$ cat src/rtl/cap_pair_pkg.sv
package cap_pair_pkg;
  localparam int SEL_W    = 5;
  localparam int NSRC     = 1 << SEL_W;
  localparam int REG_W    = 16;
  localparam int MODE_BIT = SEL_W;
  localparam int STAT_BIT = SEL_W + 1;
  localparam int CASC_BIT = SEL_W + 2;
  localparam int CTL_W    = CASC_BIT + 1;
  localparam logic [SEL_W-1:0] SEL_RST = SEL_W'(13);

  // packed order matches the register bit positions
  typedef struct packed {
    logic             casc;
    logic             stat;
    logic             trig_mode;
    logic [SEL_W-1:0] sel;
  } ctl_t;
endpackage

$ cat src/rtl/cap_ctl_reg.sv
module cap_ctl_reg
  import cap_pair_pkg::*;
(
  input  logic             clk_i,
  input  logic             rst_ni,
  input  logic             wr_i,
  input  logic [CTL_W-1:0] wdata_i,
  input  logic             hw_set_i,
  output ctl_t             ctl_o,
  output logic [REG_W-1:0] rdata_o
);
  always_ff @(posedge clk_i or negedge rst_ni) begin
    if (!rst_ni) begin
      ctl_o <= '{casc: 1'b0, stat: 1'b0, trig_mode: 1'b0, sel: SEL_RST};
    end else begin
      if (wr_i) ctl_o <= ctl_t'(wdata_i);
      // hardware arming wins over a same-cycle software clear
      if (hw_set_i) ctl_o.stat <= 1'b1;
    end
  end

  assign rdata_o = {{(REG_W-CTL_W){1'b0}}, ctl_o};
endmodule

$ cat src/rtl/cap_src_pick.sv
module cap_src_pick
  import cap_pair_pkg::*;
#(
  parameter int SELF_CODE    = 2,
  parameter int TRIG_ONLY_LO = 30
) (
  input  logic [NSRC-1:0]  src_i,
  input  logic [SEL_W-1:0] sel_i,
  input  logic             trig_mode_i,
  output logic             hit_o
);
  localparam logic [SEL_W-1:0] SELF_SEL = SEL_W'(SELF_CODE);

  logic line_w, allowed_w;
  assign line_w    = src_i[sel_i];
  assign allowed_w = (sel_i != SELF_SEL) &&
                     (trig_mode_i || (int'(sel_i) < TRIG_ONLY_LO));
  assign hit_o     = line_w & allowed_w;
endmodule

$ cat src/rtl/cap_count.sv
module cap_count #(
  parameter int W = 16
) (
  input  logic         clk_i,
  input  logic         rst_ni,
  input  logic         hold_i,
  input  logic         clr_i,
  input  logic         step_i,
  output logic [W-1:0] cnt_o,
  output logic         carry_o
);
  always_ff @(posedge clk_i or negedge rst_ni) begin
    if (!rst_ni)              cnt_o <= '0;
    else if (hold_i || clr_i) cnt_o <= '0;
    else if (step_i)          cnt_o <= cnt_o + 1'b1;
  end

  assign carry_o = step_i & ~hold_i & ~clr_i & (&cnt_o);
endmodule

$ cat src/rtl/cap_grab.sv
module cap_grab #(
  parameter int W = 16
) (
  input  logic         clk_i,
  input  logic         rst_ni,
  input  logic         lvl_i,
  input  logic         take_i,
  input  logic         show_i,
  input  logic [W-1:0] data_i,
  output logic         rise_o,
  output logic         valid_o,
  output logic [W-1:0] data_o
);
  logic prev_q;

  assign rise_o = lvl_i & ~prev_q;

  always_ff @(posedge clk_i or negedge rst_ni) begin
    if (!rst_ni) begin
      prev_q  <= 1'b0;
      valid_o <= 1'b0;
      data_o  <= '0;
    end else begin
      prev_q  <= lvl_i;
      valid_o <= take_i & show_i;
      if (take_i) data_o <= data_i;
    end
  end
endmodule

$ cat src/rtl/cap_timer_pair.sv
module cap_timer_pair
  import cap_pair_pkg::*;
#(
  parameter int CNT_W        = 16,
  parameter int EVEN_SELF    = 2,
  parameter int ODD_SELF     = 3,
  parameter int TRIG_ONLY_LO = 30
) (
  input  logic             clk_i,
  input  logic             rst_ni,
  input  logic             reg_we_i,
  input  logic             reg_addr_i,
  input  logic [REG_W-1:0] reg_wdata_i,
  output logic [REG_W-1:0] reg_rdata_o,
  input  logic [NSRC-1:0]  src_i,
  input  logic [1:0]       cap_in_i,
  output logic [1:0]       cap_valid_o,
  output logic [CNT_W-1:0] cap_even_o,
  output logic [CNT_W-1:0] cap_odd_o
);
  ctl_t             ctl_w [2];
  logic [REG_W-1:0] rd_w  [2];
  logic [SEL_W-1:0] sel_w [2];
  logic [CNT_W-1:0] cnt_w [2];
  logic [CNT_W-1:0] cap_w [2];
  logic [1:0] mode_w, stat_w, hit_w, arm_w;
  logic [1:0] hold_own, clr_own, hold_w, clr_w, step_w, carry_w;
  logic [1:0] rise_w, take_w, show_w;
  logic       casc_w;
  logic       unused_w;

  assign unused_w = ^{reg_wdata_i[REG_W-1:CTL_W], carry_w[1]};

  for (genvar g = 0; g < 2; g++) begin : g_tmr
    localparam int SELF = (g == 0) ? EVEN_SELF : ODD_SELF;

    cap_ctl_reg u_ctl (
      .clk_i   (clk_i),
      .rst_ni  (rst_ni),
      .wr_i    (reg_we_i && (reg_addr_i == 1'(g))),
      .wdata_i (reg_wdata_i[CTL_W-1:0]),
      .hw_set_i(arm_w[g]),
      .ctl_o   (ctl_w[g]),
      .rdata_o (rd_w[g])
    );

    assign mode_w[g] = ctl_w[g].trig_mode;
    assign stat_w[g] = ctl_w[g].stat;
    assign sel_w[g]  = ctl_w[g].sel;

    cap_src_pick #(.SELF_CODE(SELF), .TRIG_ONLY_LO(TRIG_ONLY_LO)) u_pick (
      .src_i      (src_i),
      .sel_i      (sel_w[g]),
      .trig_mode_i(mode_w[g]),
      .hit_o      (hit_w[g])
    );

    assign arm_w[g]    = hit_w[g] & mode_w[g];
    assign hold_own[g] = mode_w[g] & ~stat_w[g];
    assign clr_own[g]  = ~mode_w[g] & hit_w[g];

    cap_count #(.W(CNT_W)) u_cnt (
      .clk_i  (clk_i),
      .rst_ni (rst_ni),
      .hold_i (hold_w[g]),
      .clr_i  (clr_w[g]),
      .step_i (step_w[g]),
      .cnt_o  (cnt_w[g]),
      .carry_o(carry_w[g])
    );

    cap_grab #(.W(CNT_W)) u_grab (
      .clk_i  (clk_i),
      .rst_ni (rst_ni),
      .lvl_i  (cap_in_i[g]),
      .take_i (take_w[g]),
      .show_i (show_w[g]),
      .data_i (cnt_w[g]),
      .rise_o (rise_w[g]),
      .valid_o(cap_valid_o[g]),
      .data_o (cap_w[g])
    );
  end

  assign casc_w = ctl_w[0].casc & ctl_w[1].casc;

  // chaining: even control governs both counters, odd steps on even carry
  always_comb begin
    hold_w[0] = hold_own[0];
    clr_w[0]  = clr_own[0];
    step_w[0] = 1'b1;
    take_w[0] = rise_w[0];
    show_w[0] = 1'b1;
    if (casc_w) begin
      hold_w[1] = hold_own[0];
      clr_w[1]  = clr_own[0];
      step_w[1] = carry_w[0];
      take_w[1] = rise_w[0];
      show_w[1] = 1'b0;
    end else begin
      hold_w[1] = hold_own[1];
      clr_w[1]  = clr_own[1];
      step_w[1] = 1'b1;
      take_w[1] = rise_w[1];
      show_w[1] = 1'b1;
    end
  end

  assign reg_rdata_o = reg_addr_i ? rd_w[1] : rd_w[0];
  assign cap_even_o  = cap_w[0];
  assign cap_odd_o   = cap_w[1];
endmodule

$ cat config.mk
export PLATFORM = sky130hd
export DESIGN_NAME = cap_timer_pair
export DESIGN_NICKNAME = d
export VERILOG_FILES = /design/src/rtl/cap_pair_pkg.sv /design/src/rtl/cap_ctl_reg.sv /design/src/rtl/cap_src_pick.sv /design/src/rtl/cap_count.sv /design/src/rtl/cap_grab.sv /design/src/rtl/cap_timer_pair.sv
export SDC_FILE = /design/constraint.sdc
export NUM_CORES = 1
export LEC_CHECK = 0
export BUFFER_PORTS_ARGS = -buffer_cell sky130_fd_sc_hd__buf_4
export CAP_MARGIN = 20
export CORE_MARGIN = 2
export CORE_UTILIZATION = 30
export CTS_BUF_LIST = sky130_fd_sc_hd__clkbuf_8
export DETAILED_ROUTE_END_ITERATION = 16
export SYNTH_ARGS = -nofsm -noshare
export SYNTH_HDL_FRONTEND = slang
export SYNTH_SLANG_ARGS = --single-unit
$ cat constraint.sdc
create_clock -name clk_i -period 2.95 [get_ports clk_i]
set_input_delay 0.59 -clock clk_i [delete_from_list [all_inputs] [get_ports clk_i]]
set_output_delay 0.59 -clock clk_i [all_outputs]
set_load 0.1 [all_outputs]
* Word-level counts from Yosys, hierarchy flattened
Index checks and enable logic that the tools add are counted.
Cells by class: add/sub/neg operators 2, multiply operators 0, divide/modulo/power cells 0, order comparisons 4, equal/unequal tests 2, shift-type cells 0, muxes and demuxes 17, bitwise gates (word level) 23, reductions and logical operators 12
Operators by type and width (number):
- $mux 16 | 3
- $add 16x1->16 const B | 2
- $reduce_and 16->1 | 1
- $and 1x1->1 | 14
- $mux 7 | 2
- $lt 5x6->1 const B | 2
- $bmux 1 s5 | 2
- $lt 5x5->1 const B | 2
- $ne 5x2->1 const B | 2
- $mux 1 | 9
- $not 1->1 | 9
- $mux 8 | 1
- $reduce_bool 2->1 | 3
- $logic_and 1x1->1 | 4
- $logic_or 1x1->1 | 4
Word-level totals: register bits after elaboration 84, latch bits 0, bits in writable memories 0, memory bits (read-only) 0, input port bits 54, memories kept 0

* Longest topological paths before layout
Gate-level depths: netlist (run 1).
word-level depth 11, depth in mapped cells 11, mapped depth without buffers 8

* By module
A second synthesis (run 1) with hierarchy kept.
Unflattened totals: cells, all modules 410, area, all modules 4979.8 µm²
By module, submodules not included:
- cap_count | times used 2, cells an instance 85, area an instance 823.3 µm², seq. area each 400.4 µm²
- cap_grab | times used 2, cells an instance 38, area an instance 709.4 µm², seq. area each 450.4 µm²
- cap_ctl_reg | times used 2, cells an instance 35, area an instance 435.4 µm², seq. area each 203.9 µm²
- cap_src_pick at g_tmr[0].u_pick | times used 1, cells an instance 31, area an instance 355.3 µm², seq. area each 0.0 µm²
- cap_src_pick at g_tmr[1].u_pick | times used 1, cells an instance 31, area an instance 345.3 µm², seq. area each 0.0 µm²
- cap_timer_pair | times used 1, cells an instance 32, area an instance 342.8 µm², seq. area each 0.0 µm²

* Worst setup path before layout (run 1)
Ideal clock, no wire load.
kind reg2out, start point reg g_tmr[0].u_ctl.ctl_o[0] in the netlist's numbering, end point out reg_rdata_o[0], arrival 3.026 ns, data required time 2.360 ns, path slack -0.666 ns, cell stages (with the launch flop) 5, path buffers 2, path through dfstp_2 buf_2 buf_6 inv_2 o21ai_0
On the way: longest elaborated chain between the ends 1
Ends and longest elaborated chain:
- from (decl) | line cap_ctl_reg.sv:9 | output ctl_t ctl_o,
- from (signal assigned) | line cap_ctl_reg.sv:14 | ctl_o <= '{casc: 1'b0, stat: 1'b0, trig_mode: 1'b0, sel: SEL_RST};
- from (signal assigned) | line cap_ctl_reg.sv:16 | if (wr_i) ctl_o <= ctl_t'(wdata_i);
- $mux 8 | line cap_timer_pair.sv:109 | assign reg_rdata_o = reg_addr_i ? rd_w[1] : rd_w[0];
- to (decl) | line cap_timer_pair.sv:14 | output logic [REG_W-1:0] reg_rdata_o,
No other way between the ends.

* Final worst setup path (run 1)
start point reg g_tmr[1].u_ctl.ctl_o[0] in the netlist's numbering, end point reg g_tmr[1].u_cnt.cnt_o[2]
On the way: longest elaborated chain between the ends 8, elaborated cells on any way between the ends 12, those cells by class 1 x order compare; 1 x eq/ne; 4 x mux; 2 x bitwise; 4 x reduce/logical
Ends and longest elaborated chain:
- from (decl) | line cap_ctl_reg.sv:9
- from (signal assigned) | line cap_ctl_reg.sv:14
- from (signal assigned) | line cap_ctl_reg.sv:16
- parallel branches: the longest is 3 deep, another holds $bmux 1 s5
- $and 1x1->1 * | line cap_src_pick.sv:18 | assign hit_o = line_w & allowed_w;
- $and 1x1->1 * | line cap_timer_pair.sv:60 | assign clr_own[g] = ~mode_w[g] & hit_w[g];
- $mux 1 * | line cap_timer_pair.sv:94 | if (casc_w) begin
- $logic_or 1x1->1 * | line cap_count.sv:14 | else if (hold_i || clr_i) cnt_o <= '0;
- $mux 16 or $reduce_bool 2->1 (tied branches)
- to (signal assigned) | line cap_count.sv:15 | else if (step_i) cnt_o <= cnt_o + 1'b1;
- to (decl) | line cap_count.sv:9 | output logic [W-1:0] cnt_o,
Every way passes the cells marked *. The select of a mux whose other input is x is not followed. A chain may end at the register's enable or synchronous reset.

==> results of run 1 <==
Yosys cell counts (3+ instances only):
library cell	n	area, um^2
nand4_1	7	43.79
xnor2_1	7	61.31
dfrtp_1	78	1952
nand3_1	10	50.05
clkbuf_1	9	33.78
nor2b_1	5	31.28
xor2_1	9	78.83
o21ai_1	9	45.04
o21ai_0	14	70.07
mux2i_1	17	170.2
buf_2	3	15.01
mux2_2	36	405.4
or3_1	13	81.33
buf_4	11	82.58
and3_1	3	18.77
inv_1	6	22.52
nor2_1	26	97.59
a22oi_1	3	22.52
a21oi_1	15	75.07
mux4_2	9	202.7
dfstp_2	6	157.7
nand2_1	71	266.5
worst max-delay path, cell delays in order, from the launching register on:
cell	delay, ps
dfstp_2	670
mux4_2	540
mux2_2	280
o311ai_1	360
o22ai_1	160
mux2_2	420
a21oi_1	160
layer usage:
| layer | share of wire, % | routed length, um | track usage (%) | up-vias |
|---|---|---|---|---|
| li1 | - | - | - | 1596 |
| met1 | 45 | 4312 | 17.16 | 1624 |
| met2 | 49 | 4701 | 21.41 | 69 |
| met3 | 4.5 | 427 | 3.251 | 9 |
| met4 | 1.1 | 107 | 3.652 | 0 |
| met5 | 0 | 0 | 0 | - |
power by group through the flow:
stage	sequential (mW)	combinational, mW	clock (mW)
floorplan	1.63	0.637	0
global placement	1.43	1.12	0
detailed placement	1.43	1.14	0
CTS	1.41	1.14	0.921
global route	1.44	1.20	0.968
finish	1.41	1.12	0.890
final cells by class:
class	instances	area [um^2]	share of cell area, %
timing repair buffer	99	755.7	13.99
inverter	8	30.03	0.5561
tap	180	225.2	4.171
multi-input combinational	296	2062	38.18
clock inverter	6	80.08	1.483
clock buffer	10	137.6	2.549
sequential	84	2110	39.06
cells by family (layout without fill, tap and decap cells):
group                    Yosys count  in the layout  synth area share (%)
XOR/XNOR                          16             16                 3.234
flip-flops                        84             84                 48.69
buffers and inverters             34            123                 4.331
AND/OR/NAND/NOR                  149            149                 16.58
multiplexers                      64             64                 18.48
other                              1              8               0.08655
AO/OA/AOI/OAI                     57             57                 8.028
adder cells (fa/ha/maj)            2              2                0.5774
registers in the layout (all words and copies together), names as in the netlist:
name / flops
g_tmr.u_cnt.cnt_o: 32
g_tmr.u_ctl.ctl_o: 16
g_tmr.u_grab.valid_o: 2
g_tmr.u_grab.prev_q: 2
g_tmr.u_grab.data_o: 32
cell usage in the layout, fill, tap and decap left out, types with 8 or more instances in the layout:
cell type	n
a21oi_1	15
or3_1	13
mux2i_1	17
clkbuf_8	10
o21ai_1	11
buf_4	98
o21ai_0	12
nand3_1	10
dfrtp_1	78
conb_1	8
nand2_1	71
mux4_2	9
mux2_2	36
inv_1	8
nor2_1	26
xor2_1	9
how the worst min path moves through the flow:
stage / cells after the start / end / from / slack [ps]
finish: 1 / g_tmr[0].u_grab.prev_q / rst_ni / 310
global placement: 1 / g_tmr[1].u_grab.valid_o / g_tmr[1].u_grab.prev_q / 410
CTS: 1 / g_tmr[0].u_cnt.cnt_o[1] / rst_ni / 320
floorplan: 0 / g_tmr[0].u_cnt.cnt_o[0] / rst_ni / 290
detailed placement: 1 / g_tmr[1].u_grab.valid_o / g_tmr[1].u_grab.prev_q / 420
global route: 1 / g_tmr[1].u_grab.prev_q / cap_in_i[1] / 320
==> impl_metrics.json, run 1 <==
{
  "finalPower_mw": 3.423,
  "cts_tree": "built",
  "async_flop_share_pct": 100.0,
  "worst_slack_ps": 290.4,
  "die_area_mm2": 0.01542,
  "clkPwrFrac_pct": 26.0,
  "place_area_mm2": 0.005182,
  "dp_slack_ps": 271.5,
  "slew_headroom_pct": 49.73,
  "postRouteWirelength_um": 9548,
  "postLayoutCellArea_mm2": 0.005400,
  "clk_pin_slew_ps": 80,
  "area_growth_pct": 24.63,
  "p_sw_mw": 1.310,
  "synth_seq_cells": 84,
  "routabilityCongestion": 0.8081,
  "status": "finished, final reports clean",
  "p_leak_nw": 2.514,
  "port_buffers": 87,
  "nets": 554,
  "clock_skew_ps": 10.43,
  "setup_tns_ps": 0,
  "yosys_warnings": 0,
  "drc_errors": 0,
  "die_h_um": 124.2,
  "worst_pin_slew_ps": 754.0,
  "ir_drop_uv": 647.7,
  "powerDensity_mw_per_mm2": 634.0,
  "end_kind": "flop",
  "overflow": 0,
  "start_kind": "flop",
  "io-pin-count": 104,
  "min_period_ps": 2660,
  "antenna_found_initial": 0,
  "coreArea_mm2": 0.01399,
  "cts_buffer_depth": 2,
  "yosysSeqAreaShare_pct": 48.69,
  "endpoint": "g_tmr[1].u_cnt.cnt_o[2]",
  "reg2reg_depth": 6,
  "synth-main-ff-cell": "dfrtp_1",
  "r2r_end": "g_tmr[1].u_cnt.cnt_o[2]",
  "cts-root-buf": "clkbuf_8",
  "cp.arrival_ps": 2930,
  "avgViaCountPerCell": 4.829,
  "grt_first_pass_wirelength_um": 15810,
  "p_int_mw": 2.114,
  "drt_iter0_markers": 159,
  "criticalPathCategory": "reg -> reg",
  "synth_edf_count": 0,
  "ctsResizeCount": 0,
  "fill_cells": 1391,
  "synth_area_mm2": 0.004333,
  "dp.final_hpwl_um": 7150,
  "finalHoldViolCount": 0,
  "start_util_pct": 30.97,
  "r2r_slack_ps": 290,
  "setup_viol": 0,
  "num_vias": 3298,
  "p_seq_share_pct": 41.2,
  "cap_violations": 0,
  "utilization_pct": 38.60,
  "grt_usage_pct": 13.07,
  "wl_per_cell_um": 13.98,
  "startpoint": "g_tmr[1].u_ctl.ctl_o[0]",
  "grt_max_degree": 61,
  "p_comb_share_pct": 32.8,
  "die_x_um": 124.2,
  "switching_share_pct": 38.26,
  "grt_pass1_vias": 3244,
  "path_max_fanout": 16,
  "std_cell_rows": 43,
  "worst-endpoint-required_ps": 3220,
  "holdCritPathClass": "in -> async",
  "clk_latency_ps": 360,
  "min_period_over_period_pct": 90.15,
  "rsz0062_at_grt": "false",
  "final_max_slew_viol_count": 0,
  "diodes": 0,
  "dpl.cell_count": 667,
  "synth_cells": 407,
  "cts.sinks": 84,
  "syn_area_per_cell_um2": 10.65,
  "cts_made_buffers": 9,
  "cts_max_level": 3,
  "ant_nets": 0,
  "rr_startpoint": "g_tmr[1].u_ctl.ctl_o[0]",
  "postCtsSetupRepairBufs": 0,
  "dr.pass1.iters": 4,
  "yosys.cell_types.count": 52,
  "timing.fmax_mhz": 376.0,
  "drive_above_1_share_pct": 34.59,
  "holdWs_ps": 305.5,
  "instances_no_fill": 683,
  "cts_hold_buf": 0
}
No activity file was read; power rests on OpenSTA's default activity.
==> run 2: changes to the inputs <==
Settings changed: CORE_UTILIZATION 30 to 56, PLACE_DENSITY set to 0.83.
==> impl_metrics.json, run 2 (same netlist as run 1, synthesis figures left out) <==
{
  "status": "finished, final reports clean",
  "rsz0062_at_grt": "false",
  "clk_latency_ps": 350,
  "powerDensity_mw_per_mm2": 663.2,
  "die_h_um": 91.96,
  "grt_first_pass_wirelength_um": 16080,
  "nets": 551,
  "drt_iter0_markers": 199,
  "start_util_pct": 56.96,
  "wl_per_cell_um": 15.64,
  "overflow": 0,
  "slew_headroom_pct": 45.47,
  "cap_violations": 0,
  "p_leak_nw": 2.520,
  "timing.fmax_mhz": 369.7,
  "diodes": 0,
  "path_max_fanout": 18,
  "critPathMaxStageDelay_ps": 570,
  "std_cell_rows": 32,
  "drive_above_1_share_pct": 34.40,
  "finalHoldViolCount": 0,
  "routabilityCongestion": 0.9297,
  "postRouteWirelength_um": 9413,
  "coreArea_mm2": 0.007607,
  "avgViaCountPerCell": 5.578,
  "fill_cells": 593,
  "mostFrequentLayoutCells": "buf_4 (95), dfrtp_1 (78), nand2_1 (71)",
  "grt_usage_pct": 23.71,
  "crit_cells": 8,
  "reg2reg_depth": 8,
  "slowest_stage": "dfstp_2",
  "ir_drop_uv": 541.6,
  "cts_tree": "built",
  "setup_tns_ps": 0,
  "cp_cell_sequence": "buf_4 > mux2_1 > o21ai_0 > o21ai_1 > nor3_4 > o21ai_2 > or4_1 > a21oi_1",
  "cts_made_buffers": 9,
  "end_kind": "flop",
  "cts_hold_buf": 0,
  "r2r_end": "g_tmr[1].u_cnt.cnt_o[11]",
  "grt_max_degree": 85,
  "grt_pass1_vias": 3374,
  "postLayoutCellArea_mm2": 0.005320,
  "num_vias": 3358,
  "utilization_pct": 69.93,
  "setup_viol": 0,
  "clk_pin_slew_ps": 80,
  "port_buffers": 87,
  "cp.arrival_ps": 2980,
  "clock_skew_ps": 6.949,
  "layout_commonest_cell": "buf_4",
  "drc_errors": 0,
  "place_area_mm2": 0.005042,
  "dr.pass1.iters": 4,
  "holdWs_ps": 47.95,
  "r2r_slack_ps": 250,
  "postCtsSetupRepairBufs": 0,
  "area_growth_pct": 22.78,
  "cts_max_level": 3,
  "worst_pin_slew_ps": 816.2,
  "startpoint": "g_tmr[0].u_ctl.ctl_o[0]",
  "start_kind": "flop",
  "worst-endpoint-required_ps": 3220,
  "io-pin-count": 104,
  "antenna_found_initial": 0,
  "dp.final_hpwl_um": 6697,
  "rr_startpoint": "g_tmr[0].u_ctl.ctl_o[0]",
  "ctsResizeCount": 0,
  "cts.sinks": 84,
  "criticalPathCategory": "reg -> reg",
  "endpoint": "g_tmr[1].u_cnt.cnt_o[11]",
  "die_x_um": 91.96,
  "critPathBufInv": 1,
  "path_delay_family": "simple AND/OR/NAND/NOR gates",
  "cts_buffer_depth": 2,
  "reg_top3": "g_tmr.u_cnt.cnt_o x32, g_tmr.u_grab.data_o x32, g_tmr.u_ctl.ctl_o x16",
  "min_period_over_period_pct": 91.69,
  "ant_nets": 0,
  "final_max_slew_viol_count": 0,
  "holdCritPathClass": "in -> async",
  "die_area_mm2": 0.008457,
  "min_period_ps": 2705,
  "cts-root-buf": "clkbuf_8"
}
## run 2: cell count changes in the layout (fill, tap and decap cells not counted)
cell | previous run | this run
clkinvlp_4 | 1 | 0
buf_16 | 0 | 1
buf_12 | 1 | 0
bufinv_16 | 2 | 3
clkbuf_8 | 10 | 11
buf_4 | 98 | 95
inv_1 | 8 | 7
## run 2: through the flow
stage,setup slack [ps],power (mW),std cells
2_1_floorplan,93.34,2.269,414
3_3_place_gp,284.2,2.518,585
3_5_place_dp,242.8,2.549,585
4_1_cts,237.5,3.543,601
5_1_grt,22.72,3.693,602
6_report,245.1,3.528,602
## run 2: final cells by class
class                      count  area (um^2)  share of cell area [%]
timing repair buffer          96        740.7                   13.92
clock buffer                  11        151.4                   2.846
clock inverter                 5        98.84                   1.858
sequential                    84         2110                   39.65
tap                          102        127.6                   2.399
multi-input combinational    296         2062                   38.76
inverter                       8        30.03                  0.5644
## run 2: how the worst min path moves through the flow
stage	to	start	cells after the start	slack (ps)
3_5_place_dp	g_tmr[1].u_grab.valid_o	g_tmr[1].u_grab.prev_q	1	410
6_report	g_tmr[0].u_grab.data_o[10]	rst_ni	1	50
3_3_place_gp	g_tmr[1].u_grab.valid_o	g_tmr[1].u_grab.prev_q	1	400
4_1_cts	g_tmr[0].u_grab.prev_q	cap_in_i[0]	1	340
2_1_floorplan	g_tmr[0].u_cnt.cnt_o[0]	rst_ni	0	290
5_1_grt	g_tmr[0].u_grab.valid_o	rst_ni	1	30
## run 2: report_power, final
| part | switching (mW) | leakage (nW) | internal [mW] | total, mW |
|---|---|---|---|---|
| combinational | 0.776 | 1.28 | 0.349 | 1.13 |
| sequential | 0.137 | 1.11 | 1.27 | 1.41 |
| clock | 0.392 | 0.131 | 0.604 | 0.996 |
## run 2: metal layers
layer  GRT usage, %  share of wire [%]
met3          5.423                4.9
met1          30.68                 41
met4          6.343                2.4
met2          40.44                 52
met5              0                  0
## run 2: worst reg2reg max path: stages, from the launching register on
cell,delay [ps]
dfstp_2,570
buf_4,260
mux2_1,350
o21ai_0,160
o21ai_1,170
nor3_4,230
o21ai_2,220
or4_1,520
a21oi_1,150
